**src/rtl/sramc_pkg.sv**
```systemverilog
package sramc_pkg;

  typedef struct packed {
    logic ceN;
    logic oeN;
    logic weN;
    logic drive;
    logic capture;
    logic load;
  } memStrobes_t;

  function automatic int nsToCycles(input int ns, input int clkNs);
    if (ns <= 0) return 0;
    return (ns + clkNs - 1) / clkNs;
  endfunction

  function automatic int maxOf(input int a, input int b);
    return (a > b) ? a : b;
  endfunction

endpackage

```
**src/rtl/sramc_ctrl.sv**
```systemverilog
module sramc_ctrl
  import sramc_pkg::*;
#(
  parameter int CLK_NS = 10,
  parameter int T_RC   = 10,
  parameter int T_AA   = 10,
  parameter int T_WC   = 10,
  parameter int T_AW   = 8,
  parameter int T_PWE  = 7,
  parameter int T_SD   = 5,
  parameter int T_HZWE = 4
) (
  input  logic        clk,
  input  logic        rstN,
  input  logic        reqValid,
  input  logic        reqWrite,
  output logic        reqReady,
  output logic        done,
  output memStrobes_t strb
);

  localparam int RD_CYC  = maxOf(1, maxOf(nsToCycles(T_RC, CLK_NS), nsToCycles(T_AA, CLK_NS)));
  localparam int FLT_CYC = maxOf(1, nsToCycles(T_HZWE, CLK_NS));
  localparam int DRV_CYC = maxOf(1, maxOf(nsToCycles(T_SD, CLK_NS),
                             maxOf(nsToCycles(T_PWE, CLK_NS) - FLT_CYC,
                                   nsToCycles(T_AW, CLK_NS) - FLT_CYC)));
  localparam int END_CYC = maxOf(1, nsToCycles(T_WC, CLK_NS) - FLT_CYC - DRV_CYC);
  localparam int MAX_CYC = maxOf(maxOf(RD_CYC, FLT_CYC), maxOf(DRV_CYC, END_CYC));
  localparam int CNT_W   = maxOf(1, $clog2(MAX_CYC + 1));

  localparam logic [CNT_W-1:0] RD_LD  = CNT_W'(RD_CYC - 1);
  localparam logic [CNT_W-1:0] FLT_LD = CNT_W'(FLT_CYC - 1);
  localparam logic [CNT_W-1:0] DRV_LD = CNT_W'(DRV_CYC - 1);
  localparam logic [CNT_W-1:0] END_LD = CNT_W'(END_CYC - 1);

  typedef enum logic [2:0] {
    ST_IDLE, ST_TURN, ST_READ, ST_WFLOAT, ST_WDRIVE, ST_WEND, ST_DONE
  } ctrlState_t;

  ctrlState_t       state;
  logic [CNT_W-1:0] cnt;
  logic             curWrite;
  logic             prevValid;
  logic             cntZero;

  assign cntZero = (cnt == '0);

  always_ff @(posedge clk) begin
    if (!rstN) begin
      state     <= ST_IDLE;
      cnt       <= '0;
      curWrite  <= 1'b0;
      prevValid <= 1'b0;
    end else begin
      case (state)
        ST_IDLE: if (reqValid) begin
          curWrite  <= reqWrite;
          prevValid <= 1'b1;
          if (prevValid && (curWrite != reqWrite)) begin
            state <= ST_TURN;
          end else begin
            state <= reqWrite ? ST_WFLOAT : ST_READ;
            cnt   <= reqWrite ? FLT_LD : RD_LD;
          end
        end
        ST_TURN: begin
          state <= curWrite ? ST_WFLOAT : ST_READ;
          cnt   <= curWrite ? FLT_LD : RD_LD;
        end
        ST_READ:   if (cntZero) state <= ST_DONE;
                   else cnt <= cnt - 1'b1;
        ST_WFLOAT: if (cntZero) begin state <= ST_WDRIVE; cnt <= DRV_LD; end
                   else cnt <= cnt - 1'b1;
        ST_WDRIVE: if (cntZero) begin state <= ST_WEND; cnt <= END_LD; end
                   else cnt <= cnt - 1'b1;
        ST_WEND:   if (cntZero) state <= ST_DONE;
                   else cnt <= cnt - 1'b1;
        default:   state <= ST_IDLE;
      endcase
    end
  end

  always_comb begin
    strb = '{ceN: 1'b1, oeN: 1'b1, weN: 1'b1, drive: 1'b0, capture: 1'b0, load: 1'b0};
    case (state)
      ST_IDLE:   strb.load = reqValid;
      ST_READ:   begin strb.ceN = 1'b0; strb.oeN = 1'b0; strb.capture = cntZero; end
      ST_WFLOAT: begin strb.ceN = 1'b0; strb.weN = 1'b0; end
      ST_WDRIVE: begin strb.ceN = 1'b0; strb.weN = 1'b0; strb.drive = 1'b1; end
      ST_WEND:   begin strb.ceN = 1'b0; strb.drive = 1'b1; end
      default:   ;
    endcase
  end

  assign reqReady = (state == ST_IDLE);
  assign done     = (state == ST_DONE);

  AST_WRITE_OE_HIGH: assert property (@(posedge clk) disable iff (!rstN)
    !strb.weN |-> strb.oeN);
  AST_DONE_PULSE: assert property (@(posedge clk) disable iff (!rstN)
    done |=> !done);
  AST_DRIVE_AFTER_FLOAT: assert property (@(posedge clk) disable iff (!rstN)
    $rose(strb.drive) |-> (!strb.weN && $past(!strb.weN)));
  AST_NO_DRIVE_ON_READ: assert property (@(posedge clk) disable iff (!rstN)
    strb.drive |-> strb.oeN);
  AST_HOLD_AFTER_STROBE: assert property (@(posedge clk) disable iff (!rstN)
    $rose(strb.weN) && !strb.ceN |-> strb.drive);
  AST_READY_IDLE_ONLY: assert property (@(posedge clk) disable iff (!rstN)
    reqReady |-> (strb.ceN && !strb.drive));

endmodule

```
**src/rtl/sramc_datapath.sv**
```systemverilog
module sramc_datapath
  import sramc_pkg::*;
#(
  parameter int ADDR_W = 18,
  parameter int DATA_W = 8
) (
  input  logic              clk,
  input  logic              rstN,
  input  memStrobes_t       strb,
  input  logic [ADDR_W-1:0] reqAddr,
  input  logic [DATA_W-1:0] reqWdata,
  input  logic [DATA_W-1:0] memDqIn,
  output logic [ADDR_W-1:0] memAddr,
  output logic [DATA_W-1:0] memDqOut,
  output logic [DATA_W-1:0] rdData
);

  logic [ADDR_W-1:0] addrReg;
  logic [DATA_W-1:0] wdataReg;
  logic [DATA_W-1:0] rdReg;

  always_ff @(posedge clk) begin
    if (!rstN) begin
      addrReg  <= '0;
      wdataReg <= '0;
      rdReg    <= '0;
    end else begin
      if (strb.load) begin
        addrReg  <= reqAddr;
        wdataReg <= reqWdata;
      end
      if (strb.capture) rdReg <= memDqIn;
    end
  end

  assign memAddr  = addrReg;
  assign memDqOut = wdataReg;
  assign rdData   = rdReg;

  AST_ADDR_STABLE: assert property (@(posedge clk) disable iff (!rstN)
    (!strb.ceN && $past(!strb.ceN)) |-> $stable(memAddr));
  AST_RDATA_HOLD: assert property (@(posedge clk) disable iff (!rstN)
    !$past(strb.capture) |-> $stable(rdData));
  AST_WDATA_STABLE: assert property (@(posedge clk) disable iff (!rstN)
    (strb.drive && $past(strb.drive)) |-> $stable(memDqOut));

endmodule

```
**src/rtl/sramc_top.sv**
```systemverilog
module sramc_top
  import sramc_pkg::*;
#(
  parameter int ADDR_W = 18,
  parameter int DATA_W = 8,
  parameter int CLK_NS = 10,
  parameter int T_RC   = 10,
  parameter int T_AA   = 10,
  parameter int T_WC   = 10,
  parameter int T_AW   = 8,
  parameter int T_PWE  = 7,
  parameter int T_SD   = 5,
  parameter int T_HZWE = 4
) (
  input  logic              clk,
  input  logic              rstN,
  input  logic              reqValid,
  input  logic              reqWrite,
  input  logic [ADDR_W-1:0] reqAddr,
  input  logic [DATA_W-1:0] reqWdata,
  output logic              reqReady,
  output logic              done,
  output logic [DATA_W-1:0] rdData,
  output logic [ADDR_W-1:0] memAddr,
  output logic              memCeN,
  output logic              memOeN,
  output logic              memWeN,
  output logic [DATA_W-1:0] memDqOut,
  output logic              memDqOe,
  input  logic [DATA_W-1:0] memDqIn
);

  memStrobes_t strb;

  sramc_ctrl #(
    .CLK_NS(CLK_NS), .T_RC(T_RC), .T_AA(T_AA), .T_WC(T_WC),
    .T_AW(T_AW), .T_PWE(T_PWE), .T_SD(T_SD), .T_HZWE(T_HZWE)
  ) i_ctrl (
    .clk      (clk),
    .rstN     (rstN),
    .reqValid (reqValid),
    .reqWrite (reqWrite),
    .reqReady (reqReady),
    .done     (done),
    .strb     (strb)
  );

  sramc_datapath #(.ADDR_W(ADDR_W), .DATA_W(DATA_W)) i_datapath (
    .clk      (clk),
    .rstN     (rstN),
    .strb     (strb),
    .reqAddr  (reqAddr),
    .reqWdata (reqWdata),
    .memDqIn  (memDqIn),
    .memAddr  (memAddr),
    .memDqOut (memDqOut),
    .rdData   (rdData)
  );

  assign memCeN  = strb.ceN;
  assign memOeN  = strb.oeN;
  assign memWeN  = strb.weN;
  assign memDqOe = strb.drive;

endmodule

```
**config.mk**
```make
export PLATFORM = sky130hd
export DESIGN_NAME = sramc_top
export DESIGN_NICKNAME = d
export VERILOG_FILES = /design/src/rtl/sramc_pkg.sv /design/src/rtl/sramc_ctrl.sv /design/src/rtl/sramc_datapath.sv /design/src/rtl/sramc_top.sv
export SDC_FILE = /design/constraint.sdc
export NUM_CORES = 1
export LEC_CHECK = 0
export BUFFER_PORTS_ARGS = -buffer_cell sky130_fd_sc_hd__buf_2
export CAP_MARGIN = 20
export CORE_MARGIN = 4
export CORE_UTILIZATION = 44
export CTS_CLUSTER_DIAMETER = 150
export DETAILED_ROUTE_END_ITERATION = 16
export GPL_ROUTABILITY_DRIVEN = 0
export PLACE_DENSITY = 0.88
export SETUP_SLACK_MARGIN = 0.05
export SYNTH_ARGS = -nofsm -noshare
export SYNTH_HDL_FRONTEND = slang
export SYNTH_SLANG_ARGS = --single-unit
```
**constraint.sdc**
```tcl
create_clock -name clk -period 1.5 [get_ports clk]
set_input_delay 0.225 -clock clk [delete_from_list [all_inputs] [get_ports clk]]
set_output_delay 0.225 -clock clk [all_outputs]
set_load 0.05 [all_outputs]
```
==> impl_metrics.json <==
{
  "status": "complete, no violations",
  "synth.distinct_cells": 24,
  "rsz0062_at_grt": "true",
  "stdcell_count": 312,
  "power_per_cell_area_mw_per_mm2": 1250,
  "antenna_found_initial": 0,
  "critPathKind": "flip-flop to flip-flop",
  "htreeDepth": 2,
  "cap_viol_max_count": 0,
  "synth_area_leaders": "dfxtp_1, nand3_1, o21ai_0, nand2_1, mux2i_1",
  "clk_pin_slew_ns": 0.12,
  "viasPerCell": 4.93,
  "stdcell_area_mm2": 0.00242,
  "multi_input_area_um2": 827,
  "power.total_mw": 3.01,
  "tightest_slew_ns": 0.401,
  "first_global_vias": 1299,
  "slew_violations": 0,
  "crit_start": "i_ctrl.state[1]",
  "max_freq_ghz": 0.673,
  "relSlewSlack_pct": 72.6,
  "cts_hold_buf": 0,
  "cp-endpoint": "i_datapath.memAddr[1]",
  "tns_ns": 0,
  "dr.first_iter.drc_count": 76,
  "crit_path_start_kind": "flip-flop",
  "numCtsBuffers": 5,
  "hold_path_class": "primary input to flip-flop",
  "ys_warn_count": 0,
  "regArea_um2": 790,
  "numClockSinks": 39,
  "dieWidth_um": 66.8,
  "die_y_um": 66.8,
  "placed_cells": 288,
  "die-area_mm2": 0.00446,
  "yosysSeqAreaShare_pct": 51.4,
  "grt_use_total_pct": 16.1,
  "hold_viol": 0,
  "crit_required_ns": 1.77,
  "setup_viol": 0,
  "portBuffers": 77,
  "synth_largest_area_cell": "dfxtp_1",
  "clock-root-buffer": "clkbuf_4",
  "hold_path_depth": 3,
  "row_count": 21,
  "post-route-period-util_pct": 99.1,
  "clock_latency_ns": 0.34,
  "initial_core_util_pct": 45.5,
  "post_dp_cell_area_mm2": 0.00196,
  "cts_buffer_depth": 2,
  "avgSynthCellArea_um2": 8.68,
  "ios": 78,
  "synthToLayoutAreaGrowth_pct": 59.2,
  "tritoncts": "built",
  "end_kind": "flip-flop",
  "ir_drop_mv": 0.736,
  "worstReg2RegEnd": "i_datapath.memAddr[1]",
  "synth.top_cell.area_share_pct": 51.4,
  "reg2reg_depth": 7,
  "num-fill-cells": 261,
  "r2r_start": "i_ctrl.state[1]",
  "final_layout_size_suffix_gt1_share_pct": 53.0,
  "drtAntennaViolNets": 0,
  "num_vias": 1537,
  "wl_per_cell_um": 13.9,
  "grt_max_degree": 56,
  "ys_ff_latch": 39,
  "grt_pass1_wl_um": 5500,
  "coreArea_mm2": 0.00334,
  "finalNetCount": 303,
  "synth_area_mm2": 0.00152,
  "dpl.hpwl_um": 2480,
  "p_leak_nw": 1.06,
  "overflow": 0,
  "skew_ns": 0.0140,
  "min_period_ns": 1.49,
  "routed_wl_um": 4350,
  "regToRegSetupSlack_ns": 0.01,
  "synth_nets": 213,
  "synth_cells": 175,
  "cp_max_fo": 7,
  "diodes": 0,
  "drc": 0,
  "dr.pass1.iters": 4,
  "arrival_ns": 1.75
}
[cell usage after synthesis]
cell and instances:
a21oi_1 1, nor2_1 2, inv_1 4, xnor2_1 1, nor3b_1 1, buf_2 6
dfxtp_1 39, o21a_1 1, mux2i_1 9, o211ai_1 1, nand3_1 27, o41ai_1 1
nor4b_4 1, nor3_1 3, clkbuf_2 1, clkbuf_1 7, o21ai_0 25, nand2_1 27
a2111oi_0 1, o21ai_1 2, o311ai_0 1, o21bai_1 1, nor2b_1 11, buf_4 2
[worst max-delay path, stage by stage, from the launching register on]
cell and delay, ns:
dfxtp_2 0.34, buf_6 0.13, buf_4 0.14, nor4b_4 0.31, buf_6 0.19, clkbuf_16 0.17, nand3_1 0.07, o21ai_1 0.09
[metal layers]
| layer | track usage (%) | wire [um] | share of wire (%) | vias to the layer above |
|---|---|---|---|---|
| met5 | 0 | 0 | 0 | - |
| met1 | 18.6 | 1830 | 42 | 703 |
| met3 | 4.22 | 269 | 6.2 | 2 |
| met2 | 27.8 | 2230 | 51 | 51 |
| li1 | - | - | - | 781 |
| met4 | 6.85 | 14 | 0.32 | 0 |
[where the power goes]
| part | internal, mW | leakage [nW] | switching [mW] |
|---|---|---|---|
| registers | 1.15 | 0.321 | 0.0676 |
| clock network | 0.181 | 0.0282 | 0.323 |
| logic | 0.469 | 0.711 | 0.822 |
[sequential cells by signal, summed over array words and instances (netlist names)]
name / cells
i_ctrl.state: 3
i_ctrl.prevValid: 1
i_ctrl.curWrite: 1
i_datapath.rdData: 8
i_datapath.memDqOut: 8
i_datapath.memAddr: 18
[cell type report]
type,instances,area share (%)
clock buffer,6,1.71
clock inverter,2,0.517
inverter,4,0.621
multi-input combinational,116,34.2
sequential,39,32.6
tap,46,2.38
timing repair buffer,99,27.9
[kinds of logic (layout without fill, tap and decap cells)]
| kind of cell | count (synthesis) | after routing | share of synthesized area (%) |
|---|---|---|---|
| AND/OR/NAND/NOR | 72 | 72 | 23.6 |
| flip-flops | 39 | 39 | 51.4 |
| AO/OA/AOI/OAI | 34 | 34 | 12.4 |
| buffers and inverters | 20 | 111 | 6.01 |
| multiplexers | 9 | 9 | 5.93 |
| XOR/XNOR | 1 | 1 | 0.577 |
[layout by cell type (no fill, tap or decap)]
cell type	synthesis	final
nor3b_2	0	1
mux2i_1	9	9
a2111oi_0	1	1
o21ai_2	0	4
nor2b_1	11	9
nand3_1	27	6
a21oi_1	1	1
clkbuf_16	0	3
dfxtp_2	0	1
o311ai_0	1	1
buf_6	0	8
o41ai_1	1	1
clkinv_2	0	1
xnor2_1	1	1
o211ai_1	1	1
dfxtp_4	0	2
nor3_4	0	2
o21ai_1	2	23
clkinvlp_4	0	1
nand3_4	0	2
clkbuf_1	7	1
buf_8	0	2
nor2b_4	0	2
o21bai_1	1	1
inv_1	4	4
nor3_1	3	1
buf_12	0	1
nor2_2	0	1
nor4b_4	1	1
nand3_2	0	19
dfxtp_1	39	36
o21a_1	1	1
nor2_1	2	1
buf_2	6	71
buf_4	2	14
clkbuf_4	0	5
nand2_1	27	27
[metrics by stage]
stage	util (%)	hold slack, ns	setup WS (ns)
global placement	58.8	0.434	0.220
detailed placement	58.8	0.441	0.193
CTS	63.9	0.0804	-0.00881
finish	72.5	0.102	0.0135
floorplan	-	0.355	-0.185
global route	72.5	0.0851	-0.0655
[worst min-delay path by stage]
stage,start,endpoint,slack [ns]
2_1_floorplan,reqWrite,i_ctrl.curWrite,0.36
3_3_place_gp,i_datapath.memAddr[6],i_datapath.memAddr[6],0.43
3_5_place_dp,i_datapath.memAddr[6],i_datapath.memAddr[6],0.44
4_1_cts,reqAddr[12],i_datapath.memAddr[12],0.08
5_1_grt,reqWdata[5],i_datapath.memDqOut[5],0.09
6_report,reqAddr[16],i_datapath.memAddr[16],0.10
[timing repair]
action	in CTS	in global routing
cloned	0	6
setup buffers	7	3
endpoints found under the setup margin	6	30
pin swaps	0	4
resized for setup	20	57
No activity file was read; power rests on OpenSTA's default activity.
